**config.mk**
```make
export PLATFORM = sky130hd
export DESIGN_NAME = boot_unlock_ctrl
export DESIGN_NICKNAME = d
export VERILOG_FILES = /design/src/rtl/boot_unlock_pkg.sv /design/src/rtl/unlock_key_matcher.sv /design/src/rtl/boot_mode_ctl.sv /design/src/rtl/boot_readback_mux.sv /design/src/rtl/boot_unlock_ctrl.sv
export SDC_FILE = /design/constraint.sdc
export NUM_CORES = 1
export LEC_CHECK = 0
export ABC_AREA = 1
export ABC_CLOCK_PERIOD_IN_PS = 4900
export BUFFER_PORTS_ARGS = -buffer_cell sky130_fd_sc_hd__buf_2
export CAP_MARGIN = 20
export CORE_MARGIN = 2
export CORE_UTILIZATION = 43
export DETAILED_ROUTE_END_ITERATION = 16
export PLACE_DENSITY = 0.86
export SKIP_LAST_GASP = 1
export SYNTH_ARGS = -nofsm -noshare
export SYNTH_HDL_FRONTEND = slang
export SYNTH_SLANG_ARGS = --single-unit
```
**constraint.sdc**
```tcl
create_clock -name clk -period 4.9 [get_ports clk]
set_input_delay 0.49 -clock clk [delete_from_list [all_inputs] [get_ports clk]]
set_output_delay 0.49 -clock clk [all_outputs]
set_load 0.005 [all_outputs]
```
**src/rtl/boot_unlock_pkg.sv**
```systemverilog
// Shared constants for the bootloader unlock detector: register offsets,
// control bit positions, identification values and the unlock key.
package boot_unlock_pkg;

    localparam int KEY_LEN   = 8;
    localparam int OFS_CSR   = 0;
    localparam int OFS_TRIG  = 4;
    localparam int OFS_ID    = 12;
    localparam int BIT_SRST  = 5;
    localparam int BIT_EXIT  = 6;
    localparam int VER_LSB   = 14;
    localparam int VER_W     = 8;
    localparam logic [31:0] ID_WORD = 32'h5356_4543;

    // Key byte expected at a given match position.
    function automatic logic [7:0] key_byte(input int idx);
        case (idx)
            0:       key_byte = 8'hDE;
            1:       key_byte = 8'hAD;
            2:       key_byte = 8'hBE;
            3:       key_byte = 8'hEF;
            4:       key_byte = 8'hCA;
            5:       key_byte = 8'hFE;
            6:       key_byte = 8'hBA;
            default: key_byte = 8'hBE;
        endcase
    endfunction

endpackage

```
**src/rtl/unlock_key_matcher.sv**
```systemverilog
// Tracks how far the ordered key has been received.
// Assumes: trig_wr is a single-cycle strobe per trigger write; armed is low
// while bootloader mode is set, and writes are then ignored.
module unlock_key_matcher #(
    parameter int KEY_LEN = 8,
    localparam int POS_W  = $clog2(KEY_LEN)
) (
    input  logic       clk,
    input  logic       rst_n,
    input  logic       armed,
    input  logic       trig_wr,
    input  logic [7:0] trig_byte,
    output logic       unlock_o
);
    import boot_unlock_pkg::*;

    logic [POS_W-1:0] pos_q;
    logic [7:0]       want;
    logic             hit;
    logic             last;

    // Expected byte at the current position and the compare result.
    always_comb begin
        want     = key_byte(int'(pos_q));
        hit      = (trig_byte == want);
        last     = (pos_q == POS_W'(KEY_LEN - 1));
        unlock_o = armed && trig_wr && hit && last;
    end

    // Advance on a match, restart on a miss (a leading key byte counts as position 0).
    always_ff @(posedge clk) begin
        if (!rst_n) begin
            pos_q <= '0;
        end else if (armed && trig_wr) begin
            if (hit && !last)
                pos_q <= pos_q + POS_W'(1);
            else if (hit)
                pos_q <= '0;
            else if (trig_byte == key_byte(0))
                pos_q <= POS_W'(1);
            else
                pos_q <= '0;
        end
    end

endmodule

```
**src/rtl/boot_mode_ctl.sv**
```systemverilog
// Holds the bootloader mode flag and produces the software reset pulse.
// Assumes: unlock and exit requests never coincide (they come from different offsets).
module boot_mode_ctl (
    input  logic clk,
    input  logic rst_n,
    input  logic unlock,
    input  logic exit_req,
    input  logic srst_req,
    output logic mode_o,
    output logic soft_rst_o
);

    // Mode flag: set on unlock, cleared by exit or hardware reset.
    always_ff @(posedge clk) begin
        if (!rst_n)
            mode_o <= 1'b0;
        else if (exit_req)
            mode_o <= 1'b0;
        else if (unlock)
            mode_o <= 1'b1;
    end

    // One-cycle software reset request following the control write.
    always_ff @(posedge clk) begin
        if (!rst_n)
            soft_rst_o <= 1'b0;
        else
            soft_rst_o <= srst_req;
    end

endmodule

```
**src/rtl/boot_readback_mux.sv**
```systemverilog
// Combinational read data: version in the control register, ID gated by mode.
// Assumes: a read is a pure function of the offset and the current mode.
module boot_readback_mux #(
    parameter int          ADDR_W  = 5,
    parameter logic [7:0]  VERSION = 8'd2
) (
    input  logic [ADDR_W-1:0] addr,
    input  logic              mode,
    output logic [31:0]       rdata
);
    import boot_unlock_pkg::*;

    // Select the word for the requested offset; unmapped bits are zero.
    always_comb begin
        rdata = '0;
        if (addr == ADDR_W'(OFS_CSR))
            rdata[VER_LSB +: VER_W] = VERSION;
        else if (addr == ADDR_W'(OFS_ID) && mode)
            rdata = ID_WORD;
    end

endmodule

```
**src/rtl/boot_unlock_ctrl.sv**
```systemverilog
// Top of the bootloader unlock detector: decodes bus writes, runs the key
// matcher, holds the mode flag and drives read data.
// Assumes: bus_we is high for one cycle per write; reads are combinational.
module boot_unlock_ctrl #(
    parameter int         ADDR_W  = 5,
    parameter logic [7:0] VERSION = 8'd2
) (
    input  logic              clk,
    input  logic              rst_n,
    input  logic              bus_we,
    input  logic [ADDR_W-1:0] bus_addr,
    input  logic [31:0]       bus_wdata,
    output logic [31:0]       bus_rdata,
    output logic              app_disable_o,
    output logic              soft_rst_o
);
    import boot_unlock_pkg::*;

    logic trig_wr;
    logic csr_wr;
    logic exit_req;
    logic srst_req;
    logic unlock;
    logic mode;

    // Write decode per offset and per control bit.
    always_comb begin
        trig_wr  = bus_we && (bus_addr == ADDR_W'(OFS_TRIG));
        csr_wr   = bus_we && (bus_addr == ADDR_W'(OFS_CSR));
        exit_req = csr_wr && bus_wdata[BIT_EXIT];
        srst_req = csr_wr && bus_wdata[BIT_SRST];
    end

    unlock_key_matcher #(.KEY_LEN(KEY_LEN)) u_match (
        .clk       (clk),
        .rst_n     (rst_n),
        .armed     (!mode),
        .trig_wr   (trig_wr),
        .trig_byte (bus_wdata[7:0]),
        .unlock_o  (unlock)
    );

    boot_mode_ctl u_mode (
        .clk        (clk),
        .rst_n      (rst_n),
        .unlock     (unlock),
        .exit_req   (exit_req),
        .srst_req   (srst_req),
        .mode_o     (mode),
        .soft_rst_o (soft_rst_o)
    );

    boot_readback_mux #(.ADDR_W(ADDR_W), .VERSION(VERSION)) u_rd (
        .addr  (bus_addr),
        .mode  (mode),
        .rdata (bus_rdata)
    );

    assign app_disable_o = mode;

endmodule

```
==> results.md, run 1 <==
Outcome:
- The flow ran to the end, and the final reports show no timing, DRC or antenna violations.

Layout:
- For this run, the post-layout net count is 213.
- The fraction of final layout cells sized beyond drive strength 1 is 35.9%.
- The sequential cell area in the final layout is between 100 and 150 um2.
- Leaving out fill and tap cells, the most frequent cells in the layout are buf_2, nand2_1, inv_1.
- Fill cells in the final layout number 251.
- The antenna cell count is 0.
- The final core area utilization is 46.6%.
- The multi-input combinational cells in the finished layout cover a total of 614 um2.
- Leaving out fill and tap cells, the most frequent cell in the layout is buf_2.
- Compared with the post-synthesis result, the final layout area differs by 4.66%.

Route:
- The routed design has 1740 um of wire.
- For this block, the initial DRC count from the detailed router was 13.
- The remaining routing DRC violations is 0.
- For this block, the via count after detailed routing is 837.
- For this run, the detailed router's first-pass iteration total came to 4.
- The routed via count divided by cell count is 4.29.
- The routed length per instance is 8.93 um.
- The count of nets left with antenna violations once routing finished came out at 0.

Floorplanning:
- For this configuration, the core starts out at a cell density of between 40% and 50%.
- The floorplan has 17 rows.
- The die extent in x is 51.4 um.
- For this design the top-level I/O count stands at 74.
- The region available for standard cell placement spans 0.00217 mm2.
- The total die area is 0.00264 mm2.
- The die is 51.4 um tall.

Worst hold path:
- The end point of the worst hold path is u_mode.mode_o.
- The worst hold path belongs to the class reg -> reg.
- The worst hold path passes through 2 cells.
- The startpoint identified for the worst hold timing path is u_mode.mode_o.

STA:
- The count of final hold-check violations is 0.
- For this run, the top clock speed supported by timing is 0.441 GHz.
- The tightest slew margin relative to the limit is 37.4%.
- After layout, the worst path uses 46.3% of the clock period.
- Summed over all failing endpoints, the final setup total negative slack is 0 ps.
- The routed design could run at a clock period as short as roughly 2300 ps.
- Clock skew on the completed layout was measured at 2.39 ps.
- Setup violations remaining at the end of the flow were counted as 0.
- For the pin with the worst max-slew slack, the measured transition is 931 ps.
- Setup repair after global routing left no endpoint under its margin.
- The final count of pins violating max slew came to 0.

Placement:
- At the end of routability-driven placement, the weighted congestion stood at 0.810.
- The count of port buffers added during placement is 32.
- Detailed placement ended at an HPWL of 1520 um.

GRT:
- The number of global-route vias before repair is roughly 700.
- The number of antenna violations at the first check in global routing is 0.
- The global-route wire length before repair is approximately 2800 um.
- The final global-route overflow total is 0.
- The maximum number of pins on one net before global-route repair is 15.
- The global-route total usage across every layer is 13.7%.

Synth:
- The portion of synthesized cell area occupied by the leading cell type is 23.3%.
- After synthesis, flip-flops and latches occupy 10.4% of the total area.
- The area of the mapped netlist is 966 um2.
- The synthesized netlist contains 21 unique library cells.
- The Yosys step of the flow raised 0 warnings.
- The number of instances in the synthesized netlist is 146.
- In this run, synthesis produced a sequential element count of 5.
- Counting flops with a built-in enable in the synthesized netlist gives 0.
- The dominant register cell in the synthesized netlist is dfxtp_1.
- The share of synthesized flip-flops with an asynchronous set or reset is 0%.
- By area the synthesized netlist is led by buf_4, dfxtp_1, nand2_1.
- The mean instance size in the synthesized netlist is 6.62 um2.
- The library cell occupying the most area in the post-synthesis netlist is buf_4.

CTS:
- The post-CTS setup repair buffer count is 0.
- The TritonCTS clock tree is built.
- CTS saw 5 sinks.
- In this run, post-CTS hold repair placed 0 buffers.
- The cell sitting at the root of the clock tree is a clkbuf_4.
- The later pin in the worst-skew pair is clocked with a latency of 240 ps.
- The maximum buffer depth of the clock tree is 2.
- The post-cts repair resize count is 0.
- Clock-pin slew was measured on the worst setup and hold paths at 40 ps.
- The clock buffer count from CTS is 3.
- The H-tree depth reported by CTS is 1.

Worst setup path:
- The number of cells traversed by the worst register-to-register path is 14.
- The startpoint type of the worst setup path is a primary input.
- The endpoint identified for the worst register-to-register timing path is u_match.pos_q[0].
- Along the worst path, the maximum fanout reaches 14.
- The startpoint identified for the worst register-to-register timing path is u_match.pos_q[0].
- STA classifies the critical path endpoint as an output port.
- The setup check on the worst reg-to-reg path leaves a slack of 2880 ps.
- The endpoint arrival time on the critical path is roughly 1800 ps.
- The startpoint-to-endpoint class of the critical path is in -> out.
- At the worst endpoint, the required time is 4410 ps.

Power:
- Across the VDD grid, the largest voltage drop is approximately 100 uV.
- For this design the static power due to leakage is 0.584 nW.
- The power density relative to cell area is 112 mW/mm2.

Job:
- The tool flagged a number of max-cap violations equal to 0.
## Yosys cell counts (4+ instances only)
master / count
inv_1: 19
nor2_1: 7
nand3_2: 7
nand2_2: 5
nor2_4: 5
nand2_1: 25
ha_1: 5
nand3_1: 12
buf_4: 30
nand2_4: 4
nand4_1: 4
o21ai_0: 5
dfxtp_1: 5
## layout make-up
cell class              count  share of cell area [%]
inverters                  20                    7.43
multi-input cells         106                    60.8
clock buffers               4                    2.60
well taps                  28                    3.47
flip-flops and latches      5                    9.90
repair buffers             32                    15.8
## cells by family (layout without fill, tap and decap cells)
logic type / count (synthesis) / count (layout) / share of synthesized area, %
adder cells (fa/ha/maj): 5 / 5 / 6.48
other: 1 / 17 / 0.388
buffers and inverters: 51 / 56 / 32.3
flip-flops: 5 / 5 / 10.4
AO/OA/AOI/OAI: 9 / 9 / 4.66
AND/OR/NAND/NOR: 75 / 75 / 45.9
## how the worst max path moves through the flow
stage	slack (ps)	to	from	cells past startpoint
after floorplan	2660	bus_rdata[10]	bus_addr[1]	4
after global placement	2710	bus_rdata[22]	bus_addr[1]	5
after global routing	2350	bus_rdata[24]	bus_addr[1]	5
final	2630	bus_rdata[24]	bus_addr[1]	5
after detailed placement	2610	bus_rdata[25]	bus_addr[1]	5
after CTS	2620	bus_rdata[25]	bus_addr[1]	5
## stage by stage
stage | instances | worst slack (ps) | area (um2) | power (mW) | hold WS (ps)
after floorplan | 162 | 2660 | 1030 | 0.0677 | 478
after global placement | 191 | 2710 | 985 | 0.0675 | 491
after detailed placement | 191 | 2610 | 985 | 0.0679 | 498
after CTS | 195 | 2620 | 1010 | 0.116 | 503
after global routing | 195 | 2350 | 1010 | 0.123 | 537
final | 195 | 2630 | 1010 | 0.114 | 504
## metal layers
metal / GRT usage (%) / vias to the layer above / wire (um)
met1: 17.5 / 362 / 813
met4: 5.26 / 0 / 0
met5: 0 / - / 0
met2: 23.1 / 20 / 870
met3: 2.05 / 0 / 57
li1: - / 455 / -
## critical path, stage by stage
cell and delay, ps:
buf_2 100, nor2_1 120, inv_1 70, nor3_1 750, buf_2 250
## flip-flops by register name, summed over array words and instances, names as in the netlist
register and count:
u_match.pos_q 3, u_mode.soft_rst_o 1, u_mode.mode_o 1
## report_power, final
group / switching [mW] / internal (mW) / total (mW)
logic: 0.0167 / 0.00963 / 0.0263
clock network: 0.0153 / 0.0307 / 0.0460
registers: 0.000254 / 0.0410 / 0.0412
Note: power is estimated with default switching activity, not from simulation.
==> run 2, diff against run 1 <==
- ABC_AREA: 1 -> 0
- ABC_CLOCK_PERIOD_IN_PS: 4900 -> 2100
- CORE_UTILIZATION: 43 -> 36
- PLACE_DENSITY: 0.86 -> 0.8
- clock period: 4.9 -> 2.1 ns (I/O delays scaled with it)
==> run 2 against run 1 <==
Combinational power grew 93%; routed wire length is 7.5% higher; cell count is 23% lower; die area is 5.1% lower; largest cell class unchanged.
==> results.md, run 2 <==
GRT:
- The number of antenna violations at the first check in global routing is 0.
- The final global-route overflow total is 0.
- Global routing consumed, over all layers together, between 10% and 20% of the routing resources.
- The global-route wire length before repair is 2690 um.
- The number of global-route vias before repair is 668.
- The maximum number of pins on one net before global-route repair is 15.

Floorplanning:
- The starting density of the core is 38.6%.
- The number of placement rows is 16.
- The die extent in x is ~50 um.
- In this run the standard cell core region covers around 0.0020 mm2.
- The top-level port count is between 70 and 80.
- The total die area is 0.00251 mm2.
- The die is 50.1 um tall.

Worst setup path:
- The startpoint type of the worst setup path is a register.
- The critical path ends at u_match.pos_q[2].
- The top cell family by delay on the critical path is simple AND/OR/NAND/NOR gates.
- The endpoint arrival time on the critical path is 2220 ps.
- The worst path buffer plus inverter count is 2.
- Measured in cells, the most critical reg-to-reg path has a length of 8.
- For this run, the slowest stage of the critical path takes 500 ps.
- The capture instance of the worst register-to-register path is u_match.pos_q[2].
- The endpoint kind of the worst setup timing path is a register.
- The cell with the largest stage delay on the worst path is or4_4.
- Traced cell by cell, the critical path runs through buf_4, ha_4, buf_4, a211oi_2, xnor2_1, nand4_2, or4_4, o221ai_2.
- The worst register-to-register path has a setup slack of 50 ps.
- The most numerous cell on the critical path is buf_4.
- Of all nets on the critical path, the largest fanout is 6.
- In this run the critical register-to-register path is launched from u_match.pos_q[0].
- The worst setup path startpoint is u_match.pos_q[0].
- The worst setup path is of the reg -> reg kind.
- The critical path runs through a total of 8 cells.
- For the worst setup path, the data required time is 2270 ps.

Synth:
- The library cell occupying the most area in the post-synthesis netlist is buf_4.
- The number of flops mapped to enable cells by yosys is 0.
- The number of instances in the synthesized netlist is 96.
- The total number of yosys warnings is 0.
- The dominant register cell in the synthesized netlist is dfxtp_1.
- For this run, the register share of the synthesized area comes to 13.1%.
- The mean instance size in the synthesized netlist is between 7 and 8 um2.
- The portion of synthesized cell area occupied by the leading cell type is 29.5%.
- The number of different library cells used by synthesis comes to 38.
- The area of the mapped netlist is 764 um2.
- The most common cell in the synthesized netlist is buf_4.
- In the synthesized netlist, the cells that appear most often are buf_4, nand2_1, nor2_1.
- Counting flops and latches in the post-synthesis netlist gives 5.
- After synthesis, the cell types taking the most area are buf_4, dfxtp_1, ha_1.
- Counting flops with an async set or reset pin after synthesis yields a share of 0%.

Layout:
- Leaving out fill and tap cells, the most frequent cells in the layout are buf_2, conb_1, buf_4.
- The multi-input logic area is 567 um2.
- Across the whole layout, storage elements account for between 100 and 150 um2.
- The repair_antennas step left the layout with diodes totalling 0.
- The register with the most flip-flops in the layout has 3 of them.
- Counting the fill cells in the layout gives 179.
- After the last flow step, the layout net total stands at 170.
- The final non-filler cell area is 973 um2.
- In the final layout, the registers with the most flip-flops are u_match.pos_q: 3 flops, u_mode.mode_o: 1 flops, u_mode.soft_rst_o: 1 flops.
- The signed area change from the synthesized netlist to the final layout is 27.3%.
- Leaving out fill and tap cells, the most frequent cell in the layout is buf_2.
- The register with the most flip-flops is u_match.pos_q.
- The fraction of final layout cells sized beyond drive strength 1 is 51.6%.

Route:
- The wire length after detailed routing is ~1900 um.
- The remaining number of nets flagged by the antenna check after routing is 0.
- The routed via count divided by cell count is 4.90.
- After detailed routing, the average wire length per cell comes to between 10 and 15 um.
- The detailed router placed 740 vias in this run.
- The remaining routing DRC violations is 0.
- The first-pass iteration count of the detailed router is 4.
- For this block, the initial DRC count from the detailed router was 20.

Placement:
- The pre-CTS worst setup slack is -88.9 ps.
- The placed standard-cell area is 808 um2.
- The count of port buffers added during placement is 32.
- The congestion estimate from routability-driven global placement came to roughly 0.82.
- After legalization and detailed placement, the total HPWL measured 1300 um.

CTS:
- The TritonCTS clock tree is built.
- Clock tree synthesis selected as its root buffer the cell clkbuf_4.
- CTS built an H-tree with a depth of 1.
- In this run the deepest clock path goes through 2 buffers.
- In this run, post-CTS hold repair placed 0 buffers.
- The number of clock buffers added by TritonCTS is 3.
- CTS saw 5 sinks.
- The insertion delay to the later sink of the worst-skew pair is 250 ps.
- Clock-pin slew was measured on the worst setup and hold paths at 50 ps.

Worst hold path:
- The worst hold path begins at bus_we.
- The count of cells along the worst hold path is 3.
- The worst hold path class is in -> reg.

STA:
- On the final layout, the worst clock skew is 5.65 ps.
- The setup TNS is 0 ps.
- The final count of pins violating max slew came to 0.
- The maximum operating frequency is 0.487 GHz.
- The number of endpoints failing setup at the final stage is 0.
- In the finished design, the share of the clock period the worst path needs comes to 97.8%.
- Setup repair after global routing could not meet its margin everywhere.
- Once routing completed, OpenROAD measured the worst setup slack at 46.9 ps.
- The count of final hold-check violations is 0.
- The worst path in the final design needs a cycle of 2050 ps, including I/O delays and setup.

Power:
- The leakage power figure is 0.464 nW.
- The power density relative to cell area is roughly 270 mW/mm2.
- The largest voltage drop on the vdd net is 239 uV.
- Power comes to about 0.26 mW.

Outcome:
- The run finished with clean final reports.

Job:
- The number of maximum-capacitance constraint violations is 0.
run 2: worst register-to-register path, stage by stage (launching register included):
cell      delay (ps)
dfxtp_4          370
buf_4            150
ha_4             160
buf_4            140
a211oi_2         250
xnor2_1          190
nand4_2          150
or4_4            500
o221ai_2          70
run 2: logic make-up after synthesis:
| logic type | after synthesis | share of synthesized area, % |
|---|---|---|
| AOI/OAI and AO/OA | 12 | 12.1 |
| xor gates and xnor gates | 4 | 5.57 |
| adders and majority gates | 5 | 8.18 |
| buffers and inverters | 36 | 33.4 |
| DFF | 5 | 13.1 |
| other | 1 | 0.491 |
| and+or+nand+nor | 33 | 27.2 |
run 2: layer usage:
metal	up-vias	GRT usage, %	routed length (um)	part of all wire (%)
met1	346	12.4	703	38
met2	41	27.6	964	51
li1	345	-	-	-
met4	0	4.63	50	2.7
met5	-	0	0	0
met3	8	4.55	154	8.2
run 2: cell type report:
cell class | count | area share, %
clock buffer | 4 | 2.70
inverter | 4 | 1.54
timing repair buffer | 40 | 22.6
multi-input combinational | 71 | 58.2
tap | 27 | 3.47
sequential | 5 | 11.4
run 2: how the worst min path moves through the flow:
stage / end
after floorplan: u_mode.soft_rst_o
after global placement: u_mode.soft_rst_o
after detailed placement: u_mode.soft_rst_o
after CTS: u_mode.soft_rst_o
after global routing: u_mode.soft_rst_o
final: u_mode.soft_rst_o
run 2: per-stage QoR:
stage	hold slack [ps]	std cells	util [%]
floorplan	324	112	-
global placement	481	143	40.8
detailed placement	482	143	40.8
CTS	225	147	42.7
global route	263	151	49.1
finish	237	151	49.1
run 2: report_power, final:
part | internal, mW | switching (mW) | total (mW)
combinational | 0.0213 | 0.0295 | 0.0508
sequential | 0.0918 | 0.000647 | 0.0925
clock | 0.0722 | 0.0442 | 0.116
run 2: timing repair:
item / in CTS / in global routing
pin swaps: 1 / 6
endpoints found under the setup margin: 2 / 4
resized for setup: 3 / 21
setup buffers: 0 / 4
==> run 3, diff against run 2 <==
- ABC_AREA: 0 -> 1
- CORE_UTILIZATION: 36 -> 40
- PLACE_DENSITY: 0.8 -> 0.81
==> run 3 against run 2 <==
Clock skew is 4.0 ps lower; combinational power grew 22%; design area rose by 6.2%; maximum frequency rose by 8.7%; critical path depth increased by 4; sequential share of layout area down 1.8 points.
==> results.md, run 3 (same netlist as run 1, synthesis figures left out) <==
Layout:
- The multi-input combinational cells in the finished layout cover a total of 614 um2.
- The sequential cell area in the final layout is roughly 100 um2.
- Counting the fill cells in the layout gives 242.
- The signed area change from the synthesized netlist to the final layout is 6.99%.
- The finished layout holds just under 200 standard cells, fillers aside.
- The final non-filler cell area is slightly above 0.001 mm2.
- In the final layout, the share of cells above drive strength 1 is between 30 and 40%.
- Leaving out fill and tap cells, the most frequent cells in the layout are buf_2, nand2_1, inv_1.
- The most common cell after layout, fill and taps aside is buf_2.
- Counting flops per register, the top entry is u_match.pos_q.
- Once layout is complete, the utilization of the core stands at 45.8%.
- The number of flip-flops in the largest register is 3.
- The largest registers in the layout are u_match.pos_q: 3 flops, u_mode.mode_o: 1 flops, u_mode.soft_rst_o: 1 flops.
- The number of antenna diodes in the final layout is 0.
- The net count of the finished layout is 216.

Route:
- The routed via count divided by cell count is 4.31.
- The iteration-0 DRC count of the detailed router is 15.
- The detail route stage leaves a number of antenna-violating nets equal to 0.
- The routed length per instance is between 8 and 9 um.
- In the final routing, the length of wire on met1 measures 822 um.
- The detailed router placed 854 vias in this run.
- In the routed design, unresolved DRC markers number 0.
- Before antenna repair, the detailed router went through 4 iterations.
- The wire length after detailed routing is around 1700 um.
- In the detailed route, the total length drawn on met3 is 77 um.
- The routed design uses 832 um of met2 wire.
- The highest layer used for signal routing is met3.

CTS:
- The H-tree depth reported by CTS is 1.
- Counting every sink on the clock net gives 5.
- The clock buffer count from CTS is 3.
- Buffers inserted to repair hold after CTS numbered 0.
- Once the clock tree was built, the resizer swapped 0 gates to a different size.
- The clock passes through at most 2 buffers.
- The clock slew at the register clock pins of the worst setup and hold paths is roughly 40 ps.
- CTS placed an instance of clkbuf_4 at the clock tree root.
- The later pin in the worst-skew pair is clocked with a latency of 240 ps.
- The TritonCTS clock tree is built.
- The post-CTS setup repair buffer count is 0.

Floorplanning:
- The floorplan step defined a core boundary enclosing ~0.0023 mm2.
- The vertical extent of the die is 53.1 um.
- The floorplan has 17 rows.
- The starting density of the core is 42.8%.
- The floorplan step defined a die boundary enclosing 0.00282 mm2.
- The top-level port count is 74.
- The die extent in x is about 53 um.

Job:
- The number of maximum-capacitance constraint violations is 0.

STA:
- Between clock sinks in the finished design, the worst skew comes to between 1.5 and 2 ps.
- Counting I/O delays and the setup requirement, the final critical path takes 1890 ps.
- The final count of pins violating max slew came to 0.
- The count of final hold-check violations came to 0.
- Across all setup checks in the final design, the least slack found is ~210 ps.
- Setup repair after global routing left no endpoint under its margin.
- Based on the critical path, the design can be clocked at up to approximately 0.53 GHz.
- For the final routed database, the setup TNS stands at 0 ps.
- The number of endpoints failing setup at the final stage is 0.
- The final critical path takes up 89.9% of the cycle.

Power:
- The switching power of the nets is 0.0765 mW.
- Combinational logic burns 23.3% of the power.
- The internal power of the cells totals about 0.19 mW.
- The power density relative to cell area is 258 mW/mm2.
- The fraction of power spent switching nets is 28.7%.
- The part of the power in registers is 35.9%.
- The analysis attributes to cell leakage a power of 0.600 nW.
- The largest voltage drop on the vdd net is 237 uV.
- In this run, the clock network consumes 40.7% of the power.

Placement:
- At the end of routability-driven placement, the weighted congestion stood at 0.844.
- The placed wire-length estimate is 1540 um.
- After detailed placement, the design holds a cell count of 194.
- The pre-CTS worst setup slack is 216 ps.
- The count of port buffers added during placement is 32.
- In this run the cell area measured after placement is a little over 0.001 mm2.

Outcome:
- The flow ran to the end, and the final reports show no timing, DRC or antenna violations.

Worst setup path:
- STA classifies the critical path endpoint as a register.
- The critical path in this run is classified as reg -> reg.
- Of all nets on the critical path, the largest fanout is 6.
- The startpoint type of the worst setup path is a register.
- The data required time of the critical path is ~2200 ps.
- The endpoint arrival time on the critical path is 2020 ps.

GRT:
- The final global-route overflow total is 0.
- The number of global-route vias before repair was ~650.
- The number of antenna violations at the first check in global routing was 0.
- The maximum number of pins on one net before global-route repair is 15.
- The first global-routing pass estimated 2690 um of wire.
- The global-route total usage across every layer is 12.8%.

Worst hold path:
- The worst hold path class is in -> reg.
==> run 3: cell types whose count changed in the layout (fill, tap and decap cells not counted), sizes merged, moves of 3 or more <==
cell and delta:
nor2 +9, nand3 +15, nand4 +3, a21oi +3, inv +16, o21ai +4, buf -5, nand2 +28
==> run 3: per-stage QoR <==
step | total power [mW] | hold slack (ps)
global placement | 0.158 | 486
CTS | 0.274 | 235
global route | 0.292 | 252
floorplan | 0.158 | 342
finish | 0.267 | 245
detailed placement | 0.159 | 491
==> run 3: cell type report <==
class / count / share of cell area, %
Multi-Input combinational cell: 106 / 59.4
Timing Repair Buffer: 35 / 17.7
Clock buffer: 4 / 2.54
Sequential cell: 5 / 9.69
Inverter: 20 / 7.26
Tap cell: 28 / 3.39
==> run 3: power groups by stage <==
stage | logic [mW] | registers, mW | clock network, mW
after floorplan | 0.0602 | 0.0977 | 0
after CTS | 0.0618 | 0.0957 | 0.116
after global placement | 0.0607 | 0.0974 | 0
final | 0.0622 | 0.0957 | 0.109
after global routing | 0.0711 | 0.0955 | 0.126
after detailed placement | 0.0616 | 0.0974 | 0
==> run 3: critical path: stages, from the launching register on <==
cell and delay (ps):
dfxtp_1 410, inv_1 80, ha_1 280, o21ai_0 290, nand3_2 160, nand2_2 100
nand2_1 50, nand2_1 60, nand3_2 60, nand2_1 70, nand2_1 50, nor2_1 120
nor2_1 50
==> run 3: layer usage <==
| metal | vias up | track usage [%] |
|---|---|---|
| li1 | 462 | - |
| met1 | 373 | 18.3 |
| met2 | 19 | 19.0 |
| met3 | 0 | 1.69 |
| met4 | 0 | 5.13 |
| met5 | - | 0 |
==> run 3: path summary, 6_finish.rpt <==
kind	from	end	slack, ps	depth (start not counted)
max	u_match.pos_q[1]	u_match.pos_q[0]	210	12
min	bus_we	u_mode.soft_rst_o	240	3
max reg2reg	u_match.pos_q[1]	u_match.pos_q[0]	210	12
min reg2reg	u_mode.mode_o	u_mode.mode_o	490	2
